### src/rtl/drdy_pkg.sv
package drdy_pkg;
  typedef enum logic [1:0] {
    SEL_LAG  = 2'b00,
    SEL_EVEN = 2'b01,
    SEL_ODD  = 2'b10,
    SEL_BOTH = 2'b11
  } sel_mode_e;

  localparam int unsigned CH_PER_PAIR = 2;
endpackage

### src/rtl/drdy_settle.sv
module drdy_settle #(
  parameter int unsigned SETTLE_N = 3
) (
  input  logic clk,
  input  logic rst_n,
  input  logic strobe,
  input  logic hold,
  input  logic settle_en,
  output logic q
);
  localparam int unsigned CW = $clog2(SETTLE_N + 1);
  localparam logic [CW-1:0] FULL = CW'(SETTLE_N);

  logic [CW-1:0] cnt_q, cnt_d;
  logic          settled;

  always_comb begin
    settled = (cnt_q == FULL);
    cnt_d   = cnt_q;
    if (hold)
      cnt_d = '0;
    else if (strobe && !settled)
      cnt_d = cnt_q + 1'b1;
    q = strobe & ~hold & (settled | ~settle_en);
  end

  always_ff @(posedge clk or negedge rst_n) begin
    if (!rst_n) cnt_q <= '0;
    else        cnt_q <= cnt_d;
  end

  // the cycle after a hold, the gate is closed again
  assert_settle_restart_R5: assert property (@(posedge clk) disable iff (!rst_n)
    hold |=> !(q && settle_en));
endmodule

### src/rtl/drdy_pair.sv
module drdy_pair
  import drdy_pkg::*;
#(
  parameter int unsigned PH_W = 8
) (
  input  logic            clk,
  input  logic            rst_n,
  input  logic [1:0]      q,
  input  logic [1:0]      hold,
  input  logic [1:0]      mode,
  input  logic [PH_W-1:0] phase,
  input  logic            link_en,
  input  logic            link_fire,
  input  logic            idle_drive,
  output logic            pin_n,
  output logic            pin_oe,
  output logic [1:0]      lat
);
  logic odd_lags, both_on, ev;
  logic pin_n_d, pin_oe_d;

  always_comb begin
    odd_lags = phase[PH_W-1] | (phase == '0);
    both_on  = ~(hold[0] | hold[1]);
    ev       = 1'b0;
    lat      = '0;
    if (link_en) begin
      ev  = link_fire;
      lat = {2{link_fire}};
    end else begin
      case (sel_mode_e'(mode))
        SEL_LAG: begin
          if (both_on) begin
            ev  = odd_lags ? q[1] : q[0];
            lat = {2{ev}};
          end else begin
            ev  = |q;
            lat = q;
          end
        end
        SEL_EVEN: begin ev = q[0]; lat = q; end
        SEL_ODD:  begin ev = q[1]; lat = q; end
        default:  begin ev = |q;   lat = q; end
      endcase
    end
    pin_n_d  = ~ev;
    pin_oe_d = idle_drive | ev;
  end

  always_ff @(posedge clk or negedge rst_n) begin
    if (!rst_n) begin
      pin_n  <= 1'b1;
      pin_oe <= 1'b0;
    end else begin
      pin_n  <= pin_n_d;
      pin_oe <= pin_oe_d;
    end
  end

  // a low pin always traces back to a strobe or a linked event
  assert_pin_src_R12: assert property (@(posedge clk) disable iff (!rst_n)
    !pin_n |-> $past(link_fire || (|q)));
  // even-only selection ignores the odd strobe
  assert_even_only_R2: assert property (@(posedge clk) disable iff (!rst_n)
    $past(!link_en && mode == SEL_EVEN && !q[0]) |-> pin_n);
endmodule

### src/rtl/drdy_link.sv
module drdy_link #(
  parameter int unsigned NCH = 6
) (
  input  logic           clk,
  input  logic           rst_n,
  input  logic           en,
  input  logic [NCH-1:0] q,
  input  logic [NCH-1:0] hold,
  output logic           fire
);
  logic [NCH-1:0] seen_q, seen_d, acc;

  always_comb begin
    acc    = seen_q | q;
    fire   = en & ~(|hold) & (&acc);
    seen_d = (!en || (|hold) || fire) ? '0 : acc;
  end

  always_ff @(posedge clk or negedge rst_n) begin
    if (!rst_n) seen_q <= '0;
    else        seen_q <= seen_d;
  end
endmodule

### src/rtl/drdy_route.sv
module drdy_route
  import drdy_pkg::*;
#(
  parameter int unsigned NPAIR    = 3,
  parameter int unsigned PH_W     = 8,
  parameter int unsigned SETTLE_N = 3
) (
  input  logic                   clk,
  input  logic                   rst_n,
  input  logic [2*NPAIR-1:0]     conv_done,
  input  logic [2*NPAIR-1:0]     ch_hold,
  input  logic [2*NPAIR-1:0]     pair_sel,
  input  logic [PH_W*NPAIR-1:0]  pair_phase,
  input  logic                   link_en,
  input  logic                   settle_en,
  input  logic                   idle_drive,
  input  logic                   stat_rd,
  input  logic                   rd_active,
  output logic [NPAIR-1:0]       rdy_n,
  output logic [NPAIR-1:0]       rdy_oe,
  output logic [2*NPAIR-1:0]     cap_en,
  output logic                   rd_cap,
  output logic [2*NPAIR-1:0]     stat_n
);
  localparam int unsigned NCH = CH_PER_PAIR * NPAIR;

  logic [NCH-1:0] q, lat_ev, rdy_ev;
  logic [NCH-1:0] pend_q, pend_d, cap_d, stat_d;
  logic           fire, rd_q, rd_cap_d;

  for (genvar i = 0; i < NCH; i++) begin : g_ch
    drdy_settle #(.SETTLE_N(SETTLE_N)) u_settle (
      .clk(clk), .rst_n(rst_n), .strobe(conv_done[i]), .hold(ch_hold[i]),
      .settle_en(settle_en), .q(q[i])
    );
  end

  drdy_link #(.NCH(NCH)) u_link (
    .clk(clk), .rst_n(rst_n), .en(link_en), .q(q), .hold(ch_hold), .fire(fire)
  );

  for (genvar p = 0; p < NPAIR; p++) begin : g_pair
    drdy_pair #(.PH_W(PH_W)) u_pair (
      .clk(clk), .rst_n(rst_n),
      .q(q[2*p +: 2]), .hold(ch_hold[2*p +: 2]), .mode(pair_sel[2*p +: 2]),
      .phase(pair_phase[PH_W*p +: PH_W]), .link_en(link_en), .link_fire(fire),
      .idle_drive(idle_drive), .pin_n(rdy_n[p]), .pin_oe(rdy_oe[p]),
      .lat(lat_ev[2*p +: 2])
    );
  end

  always_comb begin
    rdy_ev   = link_en ? {NCH{fire}} : q;
    stat_d   = (stat_rd ? {NCH{1'b1}} : stat_n) & ~rdy_ev;
    rd_cap_d = rd_active & ~rd_q;
    if (rd_active) begin
      cap_d  = '0;
      pend_d = pend_q | lat_ev;
    end else begin
      cap_d  = lat_ev | pend_q;
      pend_d = '0;
    end
  end

  always_ff @(posedge clk or negedge rst_n) begin
    if (!rst_n) begin
      stat_n <= '1;
      pend_q <= '0;
      cap_en <= '0;
      rd_q   <= 1'b0;
      rd_cap <= 1'b0;
    end else begin
      stat_n <= stat_d;
      pend_q <= pend_d;
      cap_en <= cap_d;
      rd_q   <= rd_active;
      rd_cap <= rd_cap_d;
    end
  end

  // in link mode all pins carry the same level
  assert_link_same_R6: assert property (@(posedge clk) disable iff (!rst_n)
    $past(link_en) |-> (rdy_n == '0 || rdy_n == '1));
  // a held channel blanks every linked pulse
  assert_link_off_R7: assert property (@(posedge clk) disable iff (!rst_n)
    $past(link_en && (|ch_hold)) |-> (&rdy_n));
  // a pulsing pin is always driven
  assert_oe_pulse_R9: assert property (@(posedge clk) disable iff (!rst_n)
    (~rdy_n & ~rdy_oe) == '0);
  assert_oe_idle_R9: assert property (@(posedge clk) disable iff (!rst_n)
    $past(idle_drive) |-> (&rdy_oe));
  // no first-stage capture during a read
  assert_rd_hold_R11: assert property (@(posedge clk) disable iff (!rst_n)
    $past(rd_active) |-> (cap_en == '0));
  // a flag returns to not-ready only through a status read
  for (genvar i = 0; i < NCH; i++) begin : g_stat_chk
    assert_stat_set_R8: assert property (@(posedge clk) disable iff (!rst_n)
      $rose(stat_n[i]) |-> $past(stat_rd));
  end
endmodule

### config.mk
export PLATFORM = sky130hd
export DESIGN_NAME = drdy_route
export DESIGN_NICKNAME = d
export VERILOG_FILES = /design/src/rtl/drdy_pkg.sv /design/src/rtl/drdy_settle.sv /design/src/rtl/drdy_pair.sv /design/src/rtl/drdy_link.sv /design/src/rtl/drdy_route.sv
export SDC_FILE = /design/constraint.sdc
export NUM_CORES = 1
export LEC_CHECK = 0
export CELL_PAD_IN_SITES_DETAIL_PLACEMENT = 2
export CELL_PAD_IN_SITES_GLOBAL_PLACEMENT = 2
export CORE_ASPECT_RATIO = 1.25
export CORE_UTILIZATION = 41
export DETAILED_ROUTE_END_ITERATION = 7
export DONT_BUFFER_PORTS = 1
export PLACE_DENSITY = 0.89
export SLEW_MARGIN = 0
export SYNTH_ARGS = -nofsm -noshare
export SYNTH_HDL_FRONTEND = slang
export SYNTH_SLANG_ARGS = --single-unit
### constraint.sdc
create_clock -name clk -period 3 [get_ports clk]
set_input_delay 0.15 -clock clk [delete_from_list [all_inputs] [get_ports clk]]
set_output_delay 0.15 -clock clk [all_outputs]
set_load 0.02 [all_outputs]
# [Word-level counts from Yosys, hierarchy flattened]
# Cells that the tools add are included.
[totals] out_inout_bits=19 regBits=44
[classes] reduce_logical=32 addsub=6 bitwise=46 mux=38 n_eq_ne=12
[op_table] cell="2-bit 2-to-1 mux" count=21
[op_table] cell="6-bit 2-to-1 mux" count=5
[op_table] cell="8-bit logical NOT" count=3
[op_table] cell="2-bit == test (second input constant)" count=9
[op_table] cell="1-bit bitwise AND" count=15
[op_table] cell="1-bit OR" count=15
[op_table] cell="2-bit by 1-bit adder with 2-bit output (second input constant)" count=6
[op_table] cell="1-bit NOT" count=12
[op_table] cell="6-bit OR" count=2
[op_table] cell="2-bit nonzero test" count=6
[op_table] cell="1-bit 2-to-1 mux" count=9
[op_table] cell="1-bit case mux with 3 select lines" count=3
[op_table] cell="1-bit logical NOT" count=7
[op_table] cell="6-bit bitwise AND" count=1
[op_table] cell="2-bit by 1-bit == test with 1-bit output (second input constant)" count=3
[op_table] cell="1-bit logical AND" count=6
[op_table] cell="2-bit logical NOT" count=3
[op_table] cell="6-bit NOT" count=1
[op_table] cell="6-bit AND reduction" count=1
[op_table] cell="2-bit OR reduction" count=3
[op_table] cell="6-bit OR reduction" count=1
[op_table] cell="1-bit logical OR" count=2

# [Depth between registers and ports, before layout]
[depth] depth_word=9 ltp_mapped=7 depth_no_buf=6

# [Cells and area by module]
# A second synthesis with hierarchy kept.
[unflattened] cells_unflattened=248 hier_area_um2=2570.0
[by_module_without_submodules] module="drdy_settle" area_per_inst_um2=137.6 cells_each=12 n_inst=6
[by_module_without_submodules] module="drdy_route" area_per_inst_um2=765.7 cells_each=60 n_inst=1
[by_module_without_submodules] module="drdy_pair" area_per_inst_um2=239.0 cells_each=30 n_inst=3
[by_module_without_submodules] module="drdy_link" area_per_inst_um2=261.5 cells_each=26 n_inst=1

# [Worst setup path after synthesis]
# No wires, ideal clock.
[synth_timing] kind="flip-flop to flip-flop" startpoint="reg g_ch[2].u_settle.cnt_q[0]" endpoint="reg g_pair[1].u_pair.pin_n" arrival_ns=1.705 path_buffers=1 path_stages_with_launch=8 required_time_ns=2.921 setup_ns=0.079 period_less_slack_ns=1.784 setup_slack_ns=1.216 path_cell_list="dfrtp_1 -> ha_1 -> nand2b_1 -> nand3b_4 -> a2111oi_4 -> nand2_2 -> buf_6 -> a22o_1"
[synth_between] elab_chain_len=8 elab_cells_between_ends=12 cone_classes="eq/ne (1); mux (4); bitwise (5); reduce/logical (2)"
[synth_lines] element="from (decl)" line_no="drdy_settle.sv:14" text="logic [CW-1:0] cnt_q, cnt_d;"
[synth_lines] element="from (signal assigned)" line_no="drdy_settle.sv:29" text="else cnt_q <= cnt_d;"
[synth_lines] element="2-bit == test *" line_no="drdy_settle.sv:18" text="settled = (cnt_q == FULL);"
[synth_lines] element="1-bit OR *" line_no="drdy_settle.sv:24" text="q = strobe & ~hold & (settled | ~settle_en);"
[synth_lines] element="1-bit bitwise AND *" line_no="drdy_settle.sv:24"
[synth_lines] element="1-bit 2-to-1 mux, or another cell as far along" line_no="drdy_pair.sv:34" text="ev = odd_lags ? q[1] : q[0];"
[synth_lines] element="1-bit 2-to-1 mux / 6-bit AND reduction (equally long branches)" line_no="drdy_pair.sv:33, drdy_link.sv:15"
[synth_lines] element="1-bit case mux with 3 select lines / 1-bit bitwise AND (equally long branches)" line_no="drdy_pair.sv:31, drdy_link.sv:15"
[synth_lines] element="1-bit 2-to-1 mux *" line_no="drdy_pair.sv:27" text="if (link_en) begin"
[synth_lines] element="1-bit NOT *" line_no="drdy_pair.sv:46" text="pin_n_d = ~ev;"
[synth_lines] element="named net g_pair[1].u_pair.pin_n_d" line_no="drdy_pair.sv:20" text="logic pin_n_d, pin_oe_d;"
[synth_lines] element="to (signal assigned)" line_no="drdy_pair.sv:55" text="pin_n <= pin_n_d;"
[synth_lines] element="to (decl)" line_no="drdy_pair.sv:15" text="output logic pin_n,"
# The timed path passes the listed nets; every way through them passes the cells marked *.
# A chain may end at the register's enable or synchronous reset.

# [Worst setup path after layout]
[layout_timing] startpoint="reg g_ch[2].u_settle.cnt_q[0]" endpoint="reg cap_en[5]"
[layout_between] elab_chain_len=9
[layout_lines] element="2-bit == test" line_no="drdy_settle.sv:18"
[layout_lines] element="1-bit OR" line_no="drdy_settle.sv:24"
[layout_lines] element="1-bit bitwise AND" line_no="drdy_settle.sv:24"
[layout_lines] element="6-bit OR" line_no="drdy_link.sv:14" text="acc = seen_q | q;"
[layout_lines] element="6-bit AND reduction" line_no="drdy_link.sv:15" text="fire = en & ~(|hold) & (&acc);"
[layout_lines] element="1-bit bitwise AND" line_no="drdy_link.sv:15"
[layout_lines] element="2-bit 2-to-1 mux" line_no="drdy_pair.sv:27"
[layout_lines] element="6-bit OR" line_no="drdy_route.sv:60" text="cap_d = lat_ev | pend_q;"
[layout_lines] element="6-bit 2-to-1 mux" line_no="drdy_route.sv:56" text="if (rd_active) begin"
[layout_lines] element="named net cap_d[5]" line_no="drdy_route.sv:28" text="logic [NCH-1:0] pend_q, pend_d, cap_d, stat_d;"
[layout_lines] element="to (signal assigned)" line_no="drdy_route.sv:75" text="cap_en <= cap_d;"
[layout_lines] element="to (decl)" line_no="drdy_route.sv:21" text="output logic [2*NPAIR-1:0] cap_en,"
# The timed path passes the listed nets, and every way through them passes these cells.

==> flow_metrics.env <==
export IMPL_status="finished, final reports clean"
export IMPL_synth_area_mm2=0.00228
export IMPL_numCtsBuffers=5
export IMPL_drive_gt1_frac=0.154
export IMPL_fp_dieH_um=85.3
export IMPL_hold_class="primary input to flop"
export IMPL_fin_setup_tns_ns=0
export IMPL_criticalPathCategory="flop to flop"
export IMPL_drc=0
export IMPL_avgRoutedWirePerCell_um=21.5
export IMPL_ys_seq_area_frac=0.488
export IMPL_placement_io_buffers=0
export IMPL_area_growth_synth_to_final_pct=10.4
export IMPL_synthCells=218
export IMPL_worstMarginPinSlew_ns=0.648
export IMPL_finalHoldViolCount=0
export IMPL_overflow=0
export IMPL_firstDrtPassIters=4
export IMPL_stdcell_count=291
export IMPL_timing_fmax_mhz=453
export IMPL_grt_pass1_wl_mm=9.72
export IMPL_layout_commonest_cell="dfrtp_1"
export IMPL_coreArea_mm2=0.00541
export IMPL_holdBufCountCts=11
export IMPL_dpl_cell_count=272
export IMPL_synth_edff_count=0
export IMPL_post_cts_resized=0
export IMPL_maxCapViolCount=0
export IMPL_drt_iter0_drc=56
export IMPL_dominantRegCellSynth="dfrtp_1"
export IMPL_async_flop_share=1.00
export IMPL_synth_top_area_share=0.385
export IMPL_worstPathArrival_ns=2.40
export IMPL_initial_core_util=0.421
export IMPL_synth_area_top_cells="dfrtp_1 (38%), dfstp_2 (10%), mux2i_1 (4.0%)"
export IMPL_path_clk_slew_ns=0.09
export IMPL_period_minus_slack_ns=2.21
export IMPL_critPathRequiredTime_ns=3.20
export IMPL_die_w_um=68.7
export IMPL_rows=30
export IMPL_rsz0062_at_grt="no"
export IMPL_synth_net_count=273
export IMPL_max_slew_margin=0.564
export IMPL_cts_tree="done"
export IMPL_cp_end_kind="flop"
export IMPL_grt_max_degree=45
export IMPL_crit_path_start_kind="flop"
export IMPL_root_buffer="clkbuf_8"
export IMPL_final_nets=281
export IMPL_cp_max_fo=15
export IMPL_final_cell_mix="dfrtp_1 (35), nor2_1 (24), a21oi_1 (14)"
export IMPL_drtAntennaViolNets=0
export IMPL_p_per_area_mw_per_mm2=483
export IMPL_yosys_area_top_type="dfrtp_1"
export IMPL_clock_sinks=44
export IMPL_antenna_cells=0
export IMPL_grt_pass1_vias=1973
export IMPL_die_area_mm2=0.00586
export IMPL_grt_usage=0.231
export IMPL_slew_violations=0
export IMPL_vias_per_cell=6.11
export IMPL_avgSynthCellArea_um2=10.4
export IMPL_fin_crit_sh=0.736
export IMPL_yosysWarnings=0
export IMPL_finalWirelength_mm=6.25
export IMPL_h_tree_depth=2
export IMPL_routabilityCongestion=0.819
export IMPL_vias=1779
export IMPL_yosys_register_bits=44
export IMPL_antenna_found_initial=0
export IMPL_ys_types=47
export IMPL_io_pins=68
export IMPL_post_cts_buffers=0
export IMPL_clock_path_buffers=2
export IMPL_peakVddDrop_uv=204
export IMPL_leakage_nw=1.13
export IMPL_power_total_w=0.00121
export IMPL_clock_latency_ns=0.30
export IMPL_setup_viol=0
export IMPL_finClkSkew_ns=0.00661
export IMPL_r2r_setup_slack_ns=0.79
export IMPL_dp_hpwl_mm=4.46
## path summary, 6_finish.rpt
path,from,endpoint,cells past startpoint
worst min register to register,rd_q$_DFF_PN0_,rd_cap$_DFF_PN0_,1
min in group asynchronous,rst_n,pend_q[2]$_DFF_PN0_,2
worst min-delay path,link_en,g_pair[1].u_pair.pin_n$_DFF_PN1_,1
worst max-delay path,g_ch[2].u_settle.cnt_q[0]$_DFFE_PN0P_,cap_en[5]$_DFF_PN0_,6
max in group asynchronous,rst_n,stat_n[4]$_DFF_PN1_,2
worst max register to register,g_ch[2].u_settle.cnt_q[0]$_DFFE_PN0P_,cap_en[5]$_DFF_PN0_,6
## synth_stat cells, drive strengths merged (6+ instances only)
cell type,count
a31oi,11
nor4,8
ha,6
nor2,24
dfrtp,35
a21oi,15
nand2b,7
nand2,12
mux2i,9
dfstp,9
inv,7
buf,8
## layer usage
layer  track usage  up-vias  share of wire
met1         0.275      889           0.39
met4        0.0777        0          0.023
met2         0.398       66           0.53
li1              -      808              -
met3        0.0538       16          0.060
met5             0        -              0
## kinds of logic after synthesis
| family | after synthesis | share of synthesized area |
|---|---|---|
| compound gates | 53 | 0.169 |
| xor+xnor | 1 | 0.00385 |
| fa+ha+maj | 6 | 0.0330 |
| buf+inv | 17 | 0.0418 |
| flops | 44 | 0.488 |
| mux | 11 | 0.0495 |
| simple gates | 86 | 0.215 |
## per-stage QoR
step	util	area (um2)	setup slack, ns	hold WS [ns]
5_1_grt	0.465	2510	0.649	0.0154
6_report	0.465	2510	0.791	0.0141
2_1_floorplan	-	2280	1.22	-0.146
3_3_place_gp	0.423	2290	1.03	-0.145
4_1_cts	0.465	2510	0.803	0.00972
3_5_place_dp	0.423	2290	0.834	-0.145
## state kept, by name (all words and copies together), names as in the netlist
name                  cells
g_ch.u_settle.cnt_q      12
rd_q                      1
stat_n                    6
u_link.seen_q             6
rd_cap                    1
pend_q                    6
g_pair.u_pair.pin_oe      3
cap_en                    6
g_pair.u_pair.pin_n       3
## where the power goes
group	switching, W	total, W	internal (W)
registers	0.0000393	0.000672	0.000633
logic	0.0000811	0.000146	0.0000654
clock network	0.000208	0.000395	0.000186
## worst max-delay path, stage by stage (launching register included)
cell and delay (ns):
dfrtp_1 0.37, ha_1 0.18, nand2b_1 0.20, nand3b_4 0.13
a2111oi_4 0.52, nand2_2 0.32, a311oi_1 0.39
## cell type report
type | count | area (um2)
fillers | 568 | 2890
clock inverters | 2 | 15.0
repair buffers | 11 | 128
clock buffers | 6 | 82.6
multi-input cells | 157 | 1070
well taps | 64 | 80.1
inverters | 7 | 26.3
flip-flops and latches | 44 | 1110
Power figures use the tool's default switching activity.
